[src/rtl/dbgmux_pkg.sv]
package dbgmux_pkg;
  localparam int PORT_W    = 8;
  localparam int PIN_IDX_W = $clog2(PORT_W);
  localparam int REG_W     = 8;
  localparam int SEL_W     = REG_W - 1;

  typedef enum logic [1:0] {
    PWR_RUN   = 2'd0,
    PWR_LIGHT = 2'd1,
    PWR_LOSSY = 2'd2,
    PWR_DEEP  = 2'd3
  } pwr_mode_e;

  typedef struct packed {
    logic                 clk_en;
    logic [PIN_IDX_W-1:0] clk_pin;
    logic                 st_en;
    logic [PIN_IDX_W-1:0] st_pin;
  } route_ctrl_t;

  typedef struct packed {
    logic             en;
    logic [SEL_W-1:0] code;
  } obs_cfg_t;
endpackage

[src/rtl/dbgmux_regs.sv]
module dbgmux_regs
  import dbgmux_pkg::*;
#(
  parameter int NUM_OBS = 4,
  parameter int ADDR_W  = 3
) (
  input  logic                     clk,
  input  logic                     rst_n,
  input  pwr_mode_e                pmode,
  input  logic                     we,
  input  logic [ADDR_W-1:0]        addr,
  input  logic [REG_W-1:0]         wdata,
  output logic [REG_W-1:0]         rdata,
  output route_ctrl_t              ctrl_q,
  output obs_cfg_t [NUM_OBS-1:0]   obs_q
);
  localparam logic [ADDR_W-1:0] CTRL_ADDR = '0;

  logic lossy;
  assign lossy = (pmode == PWR_LOSSY) || (pmode == PWR_DEEP);

  always_ff @(posedge clk or negedge rst_n) begin
    if (!rst_n) ctrl_q <= '0;
    else if (we && addr == CTRL_ADDR) ctrl_q <= route_ctrl_t'(wdata);
  end

  // Observation settings are volatile in the two deepest modes
  always_ff @(posedge clk or negedge rst_n) begin
    if (!rst_n) obs_q <= '0;
    else if (lossy) obs_q <= '0;
    else begin
      for (int n = 0; n < NUM_OBS; n++) begin
        if (we && addr == ADDR_W'(n + 1)) obs_q[n] <= obs_cfg_t'(wdata);
      end
    end
  end

  always_comb begin
    rdata = '0;
    if (addr == CTRL_ADDR) rdata = ctrl_q;
    for (int n = 0; n < NUM_OBS; n++) begin
      if (addr == ADDR_W'(n + 1)) rdata = obs_q[n];
    end
  end

  AST_OBS_VOLATILE: assert property (@(posedge clk) disable iff (!rst_n)
    lossy |=> (obs_q == '0));
  AST_CTRL_KEPT: assert property (@(posedge clk) disable iff (!rst_n)
    !(we && addr == CTRL_ADDR) |=> $stable(ctrl_q));
  AST_UNMAPPED_READ: assert property (@(posedge clk) disable iff (!rst_n)
    (int'(addr) > NUM_OBS) |-> (rdata == '0));
endmodule

[src/rtl/dbgmux_obs_route.sv]
module dbgmux_obs_route
  import dbgmux_pkg::*;
#(
  parameter int NUM_SIG   = 3,
  parameter int BASE_CODE = 123
) (
  input  obs_cfg_t           cfg,
  input  logic [NUM_SIG-1:0] obs_sig,
  output logic               drive,
  output logic               value
);
  assign drive = cfg.en;

  // Codes outside the defined window select a constant low
  always_comb begin
    value = 1'b0;
    for (int k = 0; k < NUM_SIG; k++) begin
      if (cfg.code == SEL_W'(BASE_CODE + k)) value = obs_sig[k];
    end
  end
endmodule

[src/rtl/dbgmux_top.sv]
module dbgmux_top
  import dbgmux_pkg::*;
#(
  parameter int NUM_OBS   = 4,
  parameter int NUM_SIG   = 3,
  parameter int BASE_CODE = 123,
  parameter int ADDR_W    = 3
) (
  input  logic              clk,
  input  logic              rst_n,
  input  logic              reg_we,
  input  logic [ADDR_W-1:0] reg_addr,
  input  logic [REG_W-1:0]  reg_wdata,
  output logic [REG_W-1:0]  reg_rdata,
  input  logic [1:0]        pmode,
  input  logic              slow_clk,
  input  logic              vreg_up,
  input  logic [NUM_SIG-1:0] obs_sig,
  input  logic [PORT_W-1:0] gpio0_out,
  input  logic [PORT_W-1:0] gpio0_oe,
  input  logic [PORT_W-1:0] gpio1_out,
  input  logic [PORT_W-1:0] gpio1_oe,
  output logic [PORT_W-1:0] pin0_out,
  output logic [PORT_W-1:0] pin0_oe,
  output logic [PORT_W-1:0] pin1_out,
  output logic [PORT_W-1:0] pin1_oe
);
  pwr_mode_e             pm;
  route_ctrl_t           ctrl_q;
  obs_cfg_t [NUM_OBS-1:0] obs_q;
  logic [NUM_OBS-1:0]    obs_drive;
  logic [NUM_OBS-1:0]    obs_val;

  assign pm = pwr_mode_e'(pmode);

  dbgmux_regs #(.NUM_OBS(NUM_OBS), .ADDR_W(ADDR_W)) u_regs (
    .clk(clk), .rst_n(rst_n), .pmode(pm), .we(reg_we), .addr(reg_addr),
    .wdata(reg_wdata), .rdata(reg_rdata), .ctrl_q(ctrl_q), .obs_q(obs_q)
  );

  for (genvar n = 0; n < NUM_OBS; n++) begin : g_obs
    dbgmux_obs_route #(.NUM_SIG(NUM_SIG), .BASE_CODE(BASE_CODE)) u_route (
      .cfg(obs_q[n]), .obs_sig(obs_sig),
      .drive(obs_drive[n]), .value(obs_val[n])
    );
  end

  // Port 0: clock routing over GPIO, held low in the deepest mode
  always_comb begin
    pin0_out = gpio0_out;
    pin0_oe  = gpio0_oe;
    if (ctrl_q.clk_en) begin
      pin0_out[ctrl_q.clk_pin] = (pm == PWR_DEEP) ? 1'b0 : slow_clk;
      pin0_oe[ctrl_q.clk_pin]  = 1'b1;
    end
  end

  // Port 1: GPIO < observation channel < regulator status
  always_comb begin
    pin1_out = gpio1_out;
    pin1_oe  = gpio1_oe;
    for (int n = 0; n < NUM_OBS; n++) begin
      if (obs_drive[n]) begin
        pin1_out[n] = obs_val[n];
        pin1_oe[n]  = 1'b1;
      end
    end
    if (ctrl_q.st_en) begin
      pin1_out[ctrl_q.st_pin] = vreg_up;
      pin1_oe[ctrl_q.st_pin]  = 1'b1;
    end
  end

  AST_CLK_RUNS: assert property (@(posedge clk) disable iff (!rst_n)
    (ctrl_q.clk_en && pm != PWR_DEEP) |->
      (pin0_out[ctrl_q.clk_pin] == slow_clk && pin0_oe[ctrl_q.clk_pin]));
  AST_CLK_DEEP_LOW: assert property (@(posedge clk) disable iff (!rst_n)
    (ctrl_q.clk_en && pm == PWR_DEEP) |->
      (!pin0_out[ctrl_q.clk_pin] && pin0_oe[ctrl_q.clk_pin]));
  AST_STATUS_WINS: assert property (@(posedge clk) disable iff (!rst_n)
    ctrl_q.st_en |->
      (pin1_out[ctrl_q.st_pin] == vreg_up && pin1_oe[ctrl_q.st_pin]));

  for (genvar n = 0; n < NUM_OBS; n++) begin : g_obs_chk
    AST_RESERVED_LOW: assert property (@(posedge clk) disable iff (!rst_n)
      (obs_q[n].en && (int'(obs_q[n].code) < BASE_CODE ||
                       int'(obs_q[n].code) >= BASE_CODE + NUM_SIG) &&
       !(ctrl_q.st_en && int'(ctrl_q.st_pin) == n))
      |-> (!pin1_out[n] && pin1_oe[n]));
  end

  for (genvar p = 0; p < PORT_W; p++) begin : g_pass_chk
    AST_P0_PASS: assert property (@(posedge clk) disable iff (!rst_n)
      !(ctrl_q.clk_en && int'(ctrl_q.clk_pin) == p) |->
        (pin0_out[p] == gpio0_out[p] && pin0_oe[p] == gpio0_oe[p]));
  end
endmodule

[config.mk]
export PLATFORM = sky130hd
export DESIGN_NAME = dbgmux_top
export DESIGN_NICKNAME = d
export VERILOG_FILES = /design/src/rtl/dbgmux_pkg.sv /design/src/rtl/dbgmux_regs.sv /design/src/rtl/dbgmux_obs_route.sv /design/src/rtl/dbgmux_top.sv
export SDC_FILE = /design/constraint.sdc
export NUM_CORES = 1
export LEC_CHECK = 0
export ABC_CLOCK_PERIOD_IN_PS = 1300
export BUFFER_PORTS_ARGS = -buffer_cell sky130_fd_sc_hd__buf_2
export CORE_ASPECT_RATIO = 0.8
export CORE_MARGIN = 2
export CORE_UTILIZATION = 45
export CTS_BUF_LIST = sky130_fd_sc_hd__clkbuf_4 sky130_fd_sc_hd__clkbuf_8 sky130_fd_sc_hd__clkbuf_16
export DETAILED_ROUTE_END_ITERATION = 10
export PLACE_DENSITY_LB_ADDON = 0.2
export SYNTH_ARGS = -nofsm -noshare
export SYNTH_HDL_FRONTEND = slang
export SYNTH_SLANG_ARGS = --single-unit
export TNS_END_PERCENT = 30
[constraint.sdc]
create_clock -name clk -period 1.3 [get_ports clk]
set_input_delay 0.065 -clock clk [delete_from_list [all_inputs] [get_ports clk]]
set_output_delay 0.065 -clock clk [all_outputs]
set_load 0.03 [all_outputs]
==> flow_summary.ini, run 1 <==
[status]
status = finished, violations left
violations = setup timing

[yosys]
syn_nets = 333
synth.largest_area_cell = dfrtp_1
avgSynthCellArea_um2 = 9.34
synthFlopType = dfrtp_1
synth_area_mm2 = 0.00262
synthTopCellsByArea = dfrtp_1, mux2i_1, mux2_2
synth_edf_count = 0
yosys_warnings = 0
synth_seq_cells = 40
ys_types = 36
yosysMostFrequentCell = dfrtp_1
synth_common_cells = dfrtp_1, nor2_1, mux2i_1, mux2_2, nand2_1
synth_cells = 280
synth_async_sr_flop_share_pct = 100
synth_top_cell_area_share_pct = 38.3
yosysSeqAreaShare_pct = 38.3

[clock_network]
insertion_delay_ps = 290
clock_sinks = 40
cts.path.max_buffers = 2
cts_buffers = 5
clk_pin_slew_ps = 80
cts-root-buf = clkbuf_8
cts_tree = done
cts_max_level = 2

[critical_path]
critPathMaxFanout = 3
worstSetupEndpointType = primary output
crit_arrival_ps = 1670
cpLargestDelayFamily = flip-flops
critPathBufInv = 1
crit_chain = and4b_1 -> a31oi_2 -> o32ai_2 -> mux2_4 -> buf_6
slowest_stage = dfrtp_1
critPathMaxStageDelay_ps = 410
critPathKind = reg2out
crit_required_ps = 1240
start_kind = flip-flop

[pwr]
vdd_ir_drop_max_v = 0.000715
p_leak_nw = 1.95
p_per_area_mw_per_mm2 = 979
p_total_mw = 4.08

[sta]
slew_viol_final = 0
worst_pin_slew_ps = 590
period_needed_ps = 1730
fin_ws_ps = -435
slew_headroom_pct = 60.6
rsz0062_at_grt = true
finalSetupViolCount = 40
max_freq_mhz = 576
fin_skew_ps = 0
fin_crit_sh_pct = 133
hold_viol = 0

[finish]
final_layout_size_suffix_gt1_share_pct = 52.7
n_antenna_cell = 0
area_growth_pct = 59.3
nFillCells = 349
instances_no_fill = 497
final_cell_area_mm2 = 0.00417
nets = 472

[floorplan]
die_w_um = 89.3
pin_count = 93
rows = 24
die_area_mm2 = 0.00644
fp.dieH_um = 72.2
initial_utilization_pct = 47.4
core_area_mm2 = 0.00553

[placement]
dpl.cell_count = 476
port_buffers = 92
place_area_mm2 = 0.00345
place.gp.congestion = 0.811
dp_hpwl_um = 6320

[global_routing]
grt_usage_pct = 29.1
grt_max_degree = 33
overflow = 0
grt_pass1_vias = 2811
antenna_found_initial = 0
grt_pass1_wl_um = 14300

[drt]
route.detailed.drc = 0
drt-total-wl_um = 9990
ant_nets = 0
firstDrtPassIters = 6
wl_per_cell_um = 20.1
via_count = 2929
vias_per_cell = 5.89
drt_iter0_drc = 288

[job]
cap_viol_max_count = 0

[hold_path]
min_path_type = in2reg
[state kept, by name, summed over array words and instances (netlist names)]
signal,flops
u_regs.ctrl_q,8
u_regs.obs_q,32
[cells in the final DEF (no fill, tap or decap), drive strengths merged, types with 2 or more instances in the layout]
master / count
a22oi: 7
a31oi: 5
nor3: 4
nand4b: 6
o21ai: 5
o22ai: 7
nor2b: 2
and4b: 2
buf: 149
dfrtp: 40
a21oi: 16
mux2i: 33
and3: 3
or2: 5
nor2: 38
and3b: 2
nand2b: 14
inv: 5
and2b: 2
clkbuf: 6
nand2: 23
nor3b: 4
or3: 2
nand3: 3
nand4: 6
mux2: 23
o32ai: 2
[what timing repair did]
item | in CTS | in global routing
pin swaps | 12 | 6
hold buffers | 1 | 0
setup buffers | 5 | 8
gates resized for setup | 106 | 38
hold endpoints to repair | 20 | 0
endpoints found under the setup margin | 39 | 40
[final cells by class]
class | instances | area [µm²] | area share (%)
timing repair buffer | 150 | 1210 | 29.1
clock buffer | 6 | 76.3 | 1.83
tap | 78 | 97.6 | 2.34
sequential | 40 | 1010 | 24.2
clock inverter | 1 | 5.00 | 0.120
inverter | 5 | 18.8 | 0.450
multi-input combinational | 217 | 1750 | 42.0
[where the power goes]
group / switching, mW / leakage (nW) / internal, mW
registers: 0.146 / 0.534 / 1.33
logic: 0.897 / 1.37 / 0.907
clock network: 0.420 / 0.0445 / 0.386
total: 1.46 / 1.95 / 2.62
[worst reg2reg max path, cell delays in order (launching register included)]
cell,delay [ps]
dfrtp_2,480
buf_6,160
buf_4,120
mux2_2,250
[worst paths after layout]
kind / startpoint / depth (start not counted) / endpoint / slack (ps)
worst min-delay path: reg_wdata[7] / 3 / u_regs.obs_q[23] / 60
max in group asynchronous: rst_n / 3 / u_regs.obs_q[6] / 440
min in group asynchronous: rst_n / 2 / u_regs.obs_q[0] / 280
worst min register to register: u_regs.obs_q[13] / 2 / u_regs.obs_q[13] / 570
worst max-delay path: u_regs.obs_q[1] / 5 / pin1_out[0] / -430
worst max register to register: u_regs.ctrl_q[1] / 3 / u_regs.ctrl_q[1] / 180
[per-layer routing]
metal,up-vias,wire [µm],global-route usage [%]
li1,1275,-,-
met1,1426,3920,39.9
met2,190,4850,46.3
met3,38,966,6.71
met4,0,260,8.62
met5,-,0,0
[logic make-up after synthesis]
family	count (synthesis)	share of synthesized area, %
mux	56	22.5
simple gates	118	24.8
flops	40	38.3
compound gates	43	9.85
buf+inv	23	4.54
[stage by stage]
step / worst slack (ps) / TNS [ps] / hold WS [ps] / util, %
2_1_floorplan: -51.6 / -236 / -231 / -
3_3_place_gp: -62.8 / -324 / 65.2 / 62.5
3_5_place_dp: -143 / -675 / 64.4 / 62.5
4_1_cts: -356 / -8360 / 62.8 / 71.3
5_1_grt: -467 / -12670 / 70.2 / 75.5
6_report: -435 / -10900 / 60.1 / 75.5
(Power assumes the default switching activity.)
==> inputs of run 2 (changes only) <==
==> constraint.sdc (replaced) <==
create_clock -name clk -period 1.3 [get_ports clk]
set_input_delay 0.13 -clock clk [delete_from_list [all_inputs] [get_ports clk]]
set_output_delay 0.13 -clock clk [all_outputs]
set_load 0.03 [all_outputs]
==> flow_summary.ini, run 2 (synthesized netlist as in run 1, its figures left out) <==
[status]
status = finished, violations left
violations = setup timing

[drt]
ant_nets = 0
via_count = 2809
route.detailed.drc = 0
drt-total-wl_um = 9260
vias_per_cell = 5.61
wl_per_cell_um = 18.5
drt_iter0_drc = 194
firstDrtPassIters = 4

[finish]
reg_top3 = u_regs.obs_q x32, u_regs.ctrl_q x8
nFillCells = 390
final_cell_mix = buf_4, buf_2, nor2_1
fin_util_pct = 74.8
area_growth_pct = 58.0
largest-register = u_regs.obs_q
final_layout_size_suffix_gt1_share_pct = 53.0
n_antenna_cell = 0
largest_register_ffs = 32
final_cell_area_mm2 = 0.00413
nets = 475
final_common_cell = buf_4

[critical_path]
crit_required_ps = 1170
reg2reg_depth = 2
slowest_stage = dfrtp_1
worstSetupEndpointType = primary output
rrSetupSlack_ps = 290
crit_chain = nand2b_4 -> nor3b_4 -> mux2_2 -> buf_2
r2r-end = u_regs.ctrl_q[1]
crit_arrival_ps = 1620
start_kind = flip-flop
worstReg2RegStart = u_regs.ctrl_q[1]
critPathMaxStageDelay_ps = 400
critPathMaxFanout = 3
critPathKind = reg2out

[placement]
dp_hpwl_um = 6350
port_buffers = 92
place_area_mm2 = 0.00356
place.gp.congestion = 0.856
place_ws_ps = -201

[sta]
holdWs_ps = 117
fin_crit_sh_pct = 134
hold_viol = 0
fin_ws_ps = -446
finalSetupViolCount = 40
slew_headroom_pct = 76.4
max_freq_mhz = 573
rsz0062_at_grt = true
period_needed_ps = 1750
slew_viol_final = 0
fin_skew_ps = 0
worst_pin_slew_ps = 354

[clock_network]
insertion_delay_ps = 290
clock_sinks = 40
cts_max_level = 2
cts_tree = done
cts.path.max_buffers = 2
cts-root-buf = clkbuf_8
clk_pin_slew_ps = 70
cts_buffers = 5

[pwr]
power.switching_mw = 1.36
p_leak_nw = 1.94
seq_power_share_pct = 37.1
p_per_area_mw_per_mm2 = 953
vdd_ir_drop_max_v = 0.000710
p_total_mw = 3.94
p_int_mw = 2.58
p_clk_share_pct = 22.7
switching_share_pct = 34.5
combinationalPowerShare_pct = 40.2

[global_routing]
grtUsageMet3_pct = 5.80
grt_pass1_vias = 2829
grt.busiest_layer = met2
grt_pass1_wl_um = 13800
overflow = 0
met1_usage_pct = 36.3
gr-usage-met2_pct = 48.6
grt_max_degree = 41
antenna_found_initial = 0
grt_usage_pct = 28.3

[floorplan]
die_w_um = 89.3
pin_count = 93
die_area_mm2 = 0.00644
rows = 24
initial_utilization_pct = 47.4
fp.dieH_um = 72.2
core_area_mm2 = 0.00553

[hold_path]
min_path_type = in2reg
holdPathStages = 3
holdPathEnd = u_regs.obs_q[21]
worst_hold_startpoint = reg_wdata[5]

[job]
cap_viol_max_count = 0
==> run 2: final cells by class <==
cell class	count	area, µm²	share of cell area, %
Clock buffer	8	97.6	2.36
Timing Repair Buffer	153	1200	29.1
Tap cell	78	97.6	2.36
Sequential cell	40	1010	24.3
Inverter	5	18.8	0.454
Multi-Input combinational cell	217	1710	41.4
==> run 2: worst max-delay path by stage <==
stage	start	endpoint	slack (ps)	depth (start not counted)
floorplan	reg_addr[1]	reg_rdata[2]	-140	5
global placement	u_regs.obs_q[18]	pin1_out[2]	-180	5
detailed placement	u_regs.ctrl_q[4]	pin0_out[4]	-200	4
CTS	u_regs.obs_q[16]	pin1_out[2]	-430	5
global route	u_regs.obs_q[0]	pin1_out[0]	-500	5
finish	u_regs.ctrl_q[4]	pin0_out[4]	-450	4
==> run 2: repair_timing <==
action / in CTS / in global routing
pin swaps: 14 / 4
gates resized for setup: 101 / 20
endpoints found under the hold margin: 40 / 0
hold buffers: 1 / 0
setup buffers: 5 / 1
setup endpoints to repair: 40 / 40
==> run 2: per-stage QoR <==
step | TNS [ps] | cells
after floorplan | -1170 | 280
after global placement | -1400 | 486
after detailed placement | -1910 | 486
after CTS | -10710 | 500
after global routing | -13860 | 501
final | -11890 | 501
==> run 2: power by group through the flow <==
stage,Combinational [mW],Sequential [mW],Clock [mW]
after floorplan,0.732,1.40,0
after global placement,1.17,1.42,0
after detailed placement,1.19,1.43,0
after CTS,1.47,1.44,0.910
after global routing,1.66,1.47,0.961
final,1.58,1.46,0.894
==> run 2: routing by layer <==
layer,part of all wire (%),vias up
met1,40,1369
met5,0,-
li1,-,1289
met3,7.2,20
met2,52,131
met4,1.4,0
==> run 2: critical path: cells and delay by family (launching register included) <==
family        cells  cell delay (ps)
flops             1              400
simple gates      2              390
mux               1              350
buf+inv           1              180
